### src/rtl/cfg_seq_pkg.sv
package cfg_seq_pkg;

  typedef enum logic [1:0] {
    ST_IDLE  = 2'd0,
    ST_ISSUE = 2'd1,
    ST_GAP   = 2'd2
  } seq_state_t;

  localparam int STEP_COUNT = 7;
  localparam int STEP_W     = $clog2(STEP_COUNT);
  localparam int REG_W      = 8;
  localparam int ADDR_W     = 3;

  // Step order is behaviour: it must not be rearranged.
  typedef enum logic [STEP_W-1:0] {
    SP_PROBE  = 3'd0,
    SP_OPEN   = 3'd1,
    SP_DIVHI  = 3'd2,
    SP_DIVLO  = 3'd3,
    SP_REREAD = 3'd4,
    SP_LINE   = 3'd5,
    SP_FIFO   = 3'd6
  } step_t;

  localparam step_t LAST_STEP = SP_FIFO;

  typedef struct packed {
    logic              is_write;
    logic [ADDR_W-1:0] addr;
    logic [REG_W-1:0]  data;
  } bus_op_t;

  localparam logic [ADDR_W-1:0] A_DIV_LO   = 3'd0;
  localparam logic [ADDR_W-1:0] A_DIV_HI   = 3'd1;
  localparam logic [ADDR_W-1:0] A_FIFO_CTL = 3'd2;
  localparam logic [ADDR_W-1:0] A_LINE_CTL = 3'd3;

  localparam logic [REG_W-1:0] BANK_OPEN_WORD = 8'h80;
  localparam logic [REG_W-1:0] DIV_HI_WORD    = 8'h00;
  localparam logic [REG_W-1:0] FIFO_ON_WORD   = 8'h01;

  // Merge the format fields into a read-back line word with bank bit cleared.
  function automatic logic [REG_W-1:0] merge_line(
    input logic [REG_W-1:0] readback,
    input logic [1:0]       len,
    input logic             stop,
    input logic [2:0]       par
  );
    logic [REG_W-1:0] fmt;
    fmt = {2'b00, par, stop, len};
    return (readback & 8'h7F) | fmt;
  endfunction

endpackage

### src/rtl/cfg_step_decode.sv
module cfg_step_decode
  import cfg_seq_pkg::*;
(
  input  step_t            step,
  input  logic [REG_W-1:0] div_byte,
  input  logic [REG_W-1:0] line_word,
  output bus_op_t          op
);

  always_comb begin
    op = '{is_write: 1'b0, addr: A_LINE_CTL, data: '0};
    unique case (step)
      SP_PROBE:  op = '{is_write: 1'b0, addr: A_LINE_CTL, data: '0};
      SP_OPEN:   op = '{is_write: 1'b1, addr: A_LINE_CTL, data: BANK_OPEN_WORD};
      SP_DIVHI:  op = '{is_write: 1'b1, addr: A_DIV_HI,   data: DIV_HI_WORD};
      SP_DIVLO:  op = '{is_write: 1'b1, addr: A_DIV_LO,   data: div_byte};
      SP_REREAD: op = '{is_write: 1'b0, addr: A_LINE_CTL, data: '0};
      SP_LINE:   op = '{is_write: 1'b1, addr: A_LINE_CTL, data: line_word};
      SP_FIFO:   op = '{is_write: 1'b1, addr: A_FIFO_CTL, data: FIFO_ON_WORD};
      default:   op = '{is_write: 1'b0, addr: A_LINE_CTL, data: '0};
    endcase
  end

endmodule

### src/rtl/cfg_gap_timer.sv
module cfg_gap_timer #(
  parameter int GAP_CYCLES = 20
) (
  input  logic clk,
  input  logic rst_n,
  input  logic load,
  output logic expired
);

  localparam int CNT_W = $clog2(GAP_CYCLES + 1);
  localparam logic [CNT_W-1:0] GAP_INIT = CNT_W'(GAP_CYCLES);

  logic [CNT_W-1:0] remain;

  always_ff @(posedge clk or negedge rst_n) begin
    if (!rst_n)              remain <= '0;
    else if (load)           remain <= GAP_INIT;
    else if (remain != '0)   remain <= remain - 1'b1;
  end

  assign expired = (remain == CNT_W'(1));


  gap_drain_chk: assert property (@(posedge clk) disable iff (!rst_n)
    (expired && !load) |=> (remain == '0));


  gap_load_chk: assert property (@(posedge clk) disable iff (!rst_n)
    load |=> (remain == GAP_INIT));

endmodule

### src/rtl/uart_cfg_seq.sv
module uart_cfg_seq
  import cfg_seq_pkg::*;
#(
  parameter int CHAN_W     = 2,
  parameter int GAP_CYCLES = 20
) (
  input  logic              clk,
  input  logic              rst_n,
  input  logic              start,
  input  logic [CHAN_W-1:0] chan_sel,
  input  logic [7:0]        baud_div,
  input  logic [1:0]        len_code,
  input  logic              stop_flag,
  input  logic [2:0]        parity_code,
  output logic              busy,
  output logic              done,
  output logic              req_valid,
  input  logic              req_ready,
  output logic [CHAN_W-1:0] req_chan,
  output logic [2:0]        req_addr,
  output logic              req_write,
  output logic [7:0]        req_wdata,
  input  logic [7:0]        rd_data
);

  seq_state_t        state;
  step_t             step;
  logic [CHAN_W-1:0] chan_q;
  logic [REG_W-1:0]  div_q;
  logic [1:0]        len_q;
  logic              stop_q;
  logic [2:0]        par_q;
  logic [REG_W-1:0]  readback_q;
  logic              accept;
  logic              xfer;
  logic              gap_load;
  logic              gap_expired;
  logic [REG_W-1:0]  line_word;
  bus_op_t           op;

  assign accept    = start && (state == ST_IDLE);
  assign req_valid = (state == ST_ISSUE);
  assign xfer      = req_valid && req_ready;
  assign gap_load  = xfer && (step != LAST_STEP);
  assign line_word = merge_line(readback_q, len_q, stop_q, par_q);

  cfg_step_decode u_decode (
    .step      (step),
    .div_byte  (div_q),
    .line_word (line_word),
    .op        (op)
  );

  cfg_gap_timer #(.GAP_CYCLES(GAP_CYCLES)) u_gap (
    .clk     (clk),
    .rst_n   (rst_n),
    .load    (gap_load),
    .expired (gap_expired)
  );

  always_ff @(posedge clk or negedge rst_n) begin
    if (!rst_n) begin
      state <= ST_IDLE;
      step  <= SP_PROBE;
      done  <= 1'b0;
    end else begin
      done <= 1'b0;
      unique case (state)
        ST_IDLE: if (accept) begin
          state <= ST_ISSUE;
          step  <= SP_PROBE;
        end
        ST_ISSUE: if (xfer) begin
          if (step == LAST_STEP) begin
            state <= ST_IDLE;
            done  <= 1'b1;
          end else begin
            state <= ST_GAP;
            step  <= step_t'(step + 1'b1);
          end
        end
        ST_GAP: if (gap_expired) state <= ST_ISSUE;
        default: state <= ST_IDLE;
      endcase
    end
  end

  always_ff @(posedge clk or negedge rst_n) begin
    if (!rst_n) begin
      chan_q <= '0;
      div_q  <= '0;
      len_q  <= '0;
      stop_q <= 1'b0;
      par_q  <= '0;
    end else if (accept) begin
      chan_q <= chan_sel;
      div_q  <= baud_div;
      len_q  <= len_code;
      stop_q <= stop_flag;
      par_q  <= parity_code;
    end
  end

  // Only the second line-control read is kept; the first is discarded.
  always_ff @(posedge clk or negedge rst_n) begin
    if (!rst_n)                           readback_q <= '0;
    else if (xfer && step == SP_REREAD)   readback_q <= rd_data;
  end

  assign busy      = (state != ST_IDLE);
  assign req_chan  = chan_q;
  assign req_addr  = op.addr;
  assign req_write = op.is_write;
  assign req_wdata = op.data;


  req_hold_chk: assert property (@(posedge clk) disable iff (!rst_n)
    (req_valid && !req_ready) |=> (req_valid && $stable(req_addr) &&
      $stable(req_wdata) && $stable(req_write) && $stable(req_chan)));


  start_rise_chk: assert property (@(posedge clk) disable iff (!rst_n)
    (start && !busy) |=> (busy && req_valid));


  start_ignored_chk: assert property (@(posedge clk) disable iff (!rst_n)
    (start && busy) |=> $stable(req_chan));


  done_after_fifo_chk: assert property (@(posedge clk) disable iff (!rst_n)
    $rose(done) |-> $past(xfer && req_write && req_addr == A_FIFO_CTL));


  done_pulse_chk: assert property (@(posedge clk) disable iff (!rst_n)
    done |=> !done);


  line_word_chk: assert property (@(posedge clk) disable iff (!rst_n)
    (req_valid && step == SP_LINE) |->
      (req_wdata[7] == 1'b0 && req_wdata[6] == readback_q[6] && req_write));

endmodule

### config.mk
export PLATFORM = sky130hd
export DESIGN_NAME = uart_cfg_seq
export DESIGN_NICKNAME = d
export VERILOG_FILES = /design/src/rtl/cfg_seq_pkg.sv /design/src/rtl/cfg_step_decode.sv /design/src/rtl/cfg_gap_timer.sv /design/src/rtl/uart_cfg_seq.sv
export SDC_FILE = /design/constraint.sdc
export NUM_CORES = 1
export LEC_CHECK = 0
export BUFFER_PORTS_ARGS = -buffer_cell sky130_fd_sc_hd__buf_2
export CORE_UTILIZATION = 52
export DETAILED_ROUTE_END_ITERATION = 12
export PLACE_DENSITY = 0.79
export SYNTH_ARGS = -nofsm -noshare
export SYNTH_HDL_FRONTEND = slang
export SYNTH_SLANG_ARGS = --single-unit
### constraint.sdc
create_clock -name clk -period 2.18 [get_ports clk]
set_clock_uncertainty 0.1 [all_clocks]
set_input_delay 0.436 -clock clk [delete_from_list [all_inputs] [get_ports clk]]
set_output_delay 0.436 -clock clk [all_outputs]
set_load 0.05 [all_outputs]
==> results.txt <==
The final reports fail on setup timing. The worst setup path is launched from a flip-flop. The worst pin sits at a relative slew slack of 0.501. The count of antenna diodes in the layout is 0. The met1 track demand over resource is 0.291. The worst hold path belongs to the class in -> async. The number of buffers inserted during clock tree synthesis is 5.

The worst path arrival time is 1.80 ns. The starting density of the core is 0.553. The area share of the largest cell type after synthesis is 0.500.

The largest driver fanout on the critical path came out at 4. The clock period minus worst slack came out at 2.34 ns. The fraction of the yosys area taken by sequential cells came out at 0.500. The maximum achievable frequency came out at about 430 MHz. The biggest area contributor in the post-synthesis netlist is dfrtp_1. The first global-routing pass estimated 6.67 mm of wire. A synthesized cell averages 11.7 sq um. The total congestion overflow after global routing is 0. By count the netlist is led by dfrtp_1, mux2_2, nand2_1. The number of I/O port buffers is 42. In the post-synthesis netlist, the cell with the most instances is dfrtp_1. The critical path is of the reg -> out type. The run finished, with violations left.

The number of maximum-capacitance constraint violations came out at 0. The H-tree depth came out at 2. The instance area after placement is slightly above 0.002 sq mm. The number of hold-repair buffers added at the cts stage is 0.

The flip-flop and latch count after synthesis is 34. The global routing stage identified its most utilized layer as met2. The met3 global-route usage is 0.0611. The number of nets in the final layout came out at 234. The later pin in the worst-skew pair is clocked with a latency of roughly 0.35 ns.

The horizontal die dimension came out at a little under 60 microns. Wires add up to 4.19 mm. The initial antenna violation count is 0. The clock net in this run drives a total of 34 sinks. The via count of the first global-routing pass is 1417.

The total negative slack for setup checks came out at -1.33 ns. Among all flip-flop cells after synthesis, the most frequent one is dfrtp_1. The TritonCTS clock tree is built. The signed area change from the synthesized netlist to the final layout is 33.9%.

The mean routed wirelength per cell came out at 17.2 microns. The number of setup violations in the final report came out at 10. The number of nets in the synthesized netlist came out at 180. The overall fraction of global-route tracks in use came out at 0.270. The number of vias after detailed routing is ~1300. The count of final max-slew check failures is 0. In this run the power density over the cells is 1310 mW/mm^2. The worst-margin pin slew is 0.748 ns. The final estimated routing congestion in global placement came out at 0.776.

Counting every instance in the synthesized netlist gives 145. The region available for standard cell placement spans 0.00308 sq mm. During synthesis, Yosys emitted a total of 0 warnings. The post-synth design cell area is 0.00170 sq mm. The overall die area is 0.00351 sq mm. The remaining design rule violation count came out at 0. The pin count of the biggest net entering global routing is 35. The analysis attributes to cell leakage a power of 1.01 nW. The worst hold slack after final layout came out at 0.0403 ns.

IR analysis of the VDD net gives a maximum drop of 0.000942 V. The number of hold violations in the final report is 0. Counting the fill cells in the layout gives 217. The final HPWL from detailed placement is 2.78 mm. The die outline height is a little under 60 microns. The root buffer cell chosen for the clock tree is clkbuf_4.

Yosys attributes the largest share of cell area to dfrtp_1, mux2_2, mux2_4, ha_1, nand2_1. The number of detailed-route iterations in the first pass is 4. The slack of the critical path came out at -0.161 ns. In the synthesized netlist the async set-or-reset flop fraction comes to 1.00.

The initialized floorplan defines 20 standard-cell rows. Before CTS, the worst setup slack after placement is -0.0587 ns. STA puts the critical path data required time at 1.64 ns.

The count of flip-flops with a built-in enable after synthesis is 0. The DRC marker count from the first detailed-route iteration is 30. The post-detailed-route via-to-cell ratio came out at approximately 5.5.

The fraction of layout instances using a drive strength above 1 came out at 0.553. In the global route stage, met2 resource usage came out at 0.486. The maximum buffer depth of the clock tree came out at 2. The finished cells cover 0.00228 sq mm. The I/O pin total is 45. The worst setup path is captured at a primary output. The clock-pin transition on the worst setup and hold timing paths came out at 0.10 ns. The post-route total power is 2.99 mW. Setup repair after global routing could not meet its margin everywhere. The post-route fraction of the period consumed by the critical path came out at 1.07. The unique cell type count in the Yosys netlist came out at 36.

The count of antenna-violating nets left after detailed routing came out at 0.
## worst paths after layout
path                                 endpoint  cells after the start  slack, ns           from
worst max-delay path             req_wdata[2]                      7      -0.16        step[1]
worst min register to register  readback_q[3]                      1       0.42  readback_q[3]
max in group asynchronous             step[0]                      1       1.41          rst_n
min in group clk                     len_q[0]                      2       0.21    len_code[0]
worst max register to register        step[0]                      6       0.51        step[1]
worst min-delay path                 div_q[4]                      1       0.04          rst_n
## state kept, by name, indices dropped and copies added, names as in the netlist
register and count:
par_q 3, done 1, req_chan 2, div_q 8, u_gap.remain 5, stop_q 1
state 2, step 3, len_q 2, readback_q 7
## cells by family after synthesis
kind of cell             share of synthesized area
AND/OR/NAND/NOR                              0.128
AO/OA/AOI/OAI                               0.0999
multiplexers                                 0.174
adder cells (fa/ha/maj)                     0.0514
buffers and inverters                       0.0397
flip-flops                                   0.500
other                                      0.00220
XOR/XNOR                                   0.00514
## per-layer routing
metal | wire, microns | share of wire
met1 | 1570 | 0.37
met5 | 0 | 0
met3 | 176 | 0.042
met4 | 129 | 0.031
met2 | 2310 | 0.55
## per-stage QoR
step | instances | util
after detailed placement | 233 | 0.674
after floorplan | 145 | -
after CTS | 242 | 0.735
final | 243 | 0.741
after global placement | 233 | 0.674
after global routing | 243 | 0.741
## critical path, cell delays in order (launching register included)
cell	delay (ns)
dfrtp_1	0.42
buf_4	0.16
ha_4	0.13
nand2_2	0.06
and3b_2	0.25
buf_6	0.16
a21oi_4	0.12
buf_6	0.17
## cell usage in the layout (no fill, tap or decap), types with 2 or more instances in the layout
| master | n |
|---|---|
| nor3_1 | 3 |
| clkinv_2 | 2 |
| a31o_2 | 2 |
| nand2b_1 | 3 |
| a22oi_2 | 2 |
| dfrtp_1 | 32 |
| nor2_1 | 7 |
| o21ai_1 | 6 |
| buf_4 | 9 |
| a21oi_4 | 5 |
| ha_4 | 4 |
| buf_2 | 32 |
| nand2_1 | 10 |
| clkbuf_4 | 5 |
| nand3b_1 | 2 |
| buf_6 | 10 |
| o21ai_0 | 2 |
| inv_1 | 7 |
| dfrtp_2 | 2 |
| o22ai_1 | 2 |
| mux2_4 | 7 |
| ha_1 | 3 |
| nor2_4 | 2 |
| mux2_2 | 17 |
## what timing repair did
| item | in CTS | in global routing |
|---|---|---|
| resized for setup | 43 | 2 |
| endpoints found under the hold margin | 0 | 0 |
| buffers inserted | 2 | 1 |
| setup endpoints to repair | 10 | 10 |
| pin swaps | 1 | 0 |
## layout make-up
type / instances / area, sq um / area share
multi-input cells: 98 / 940 / 0.412
flip-flops and latches: 34 / 853 / 0.374
repair buffers: 52 / 355 / 0.156
well taps: 44 / 55.1 / 0.0241
clock buffers: 5 / 37.5 / 0.0165
inverters: 8 / 30.0 / 0.0132
clock inverters: 2 / 10.0 / 0.00439
## report_power, final
part	switching [mW]	internal, mW
sequential	0.224	0.906
combinational	0.858	0.670
clock	0.212	0.116
(Power assumes the default switching activity.)
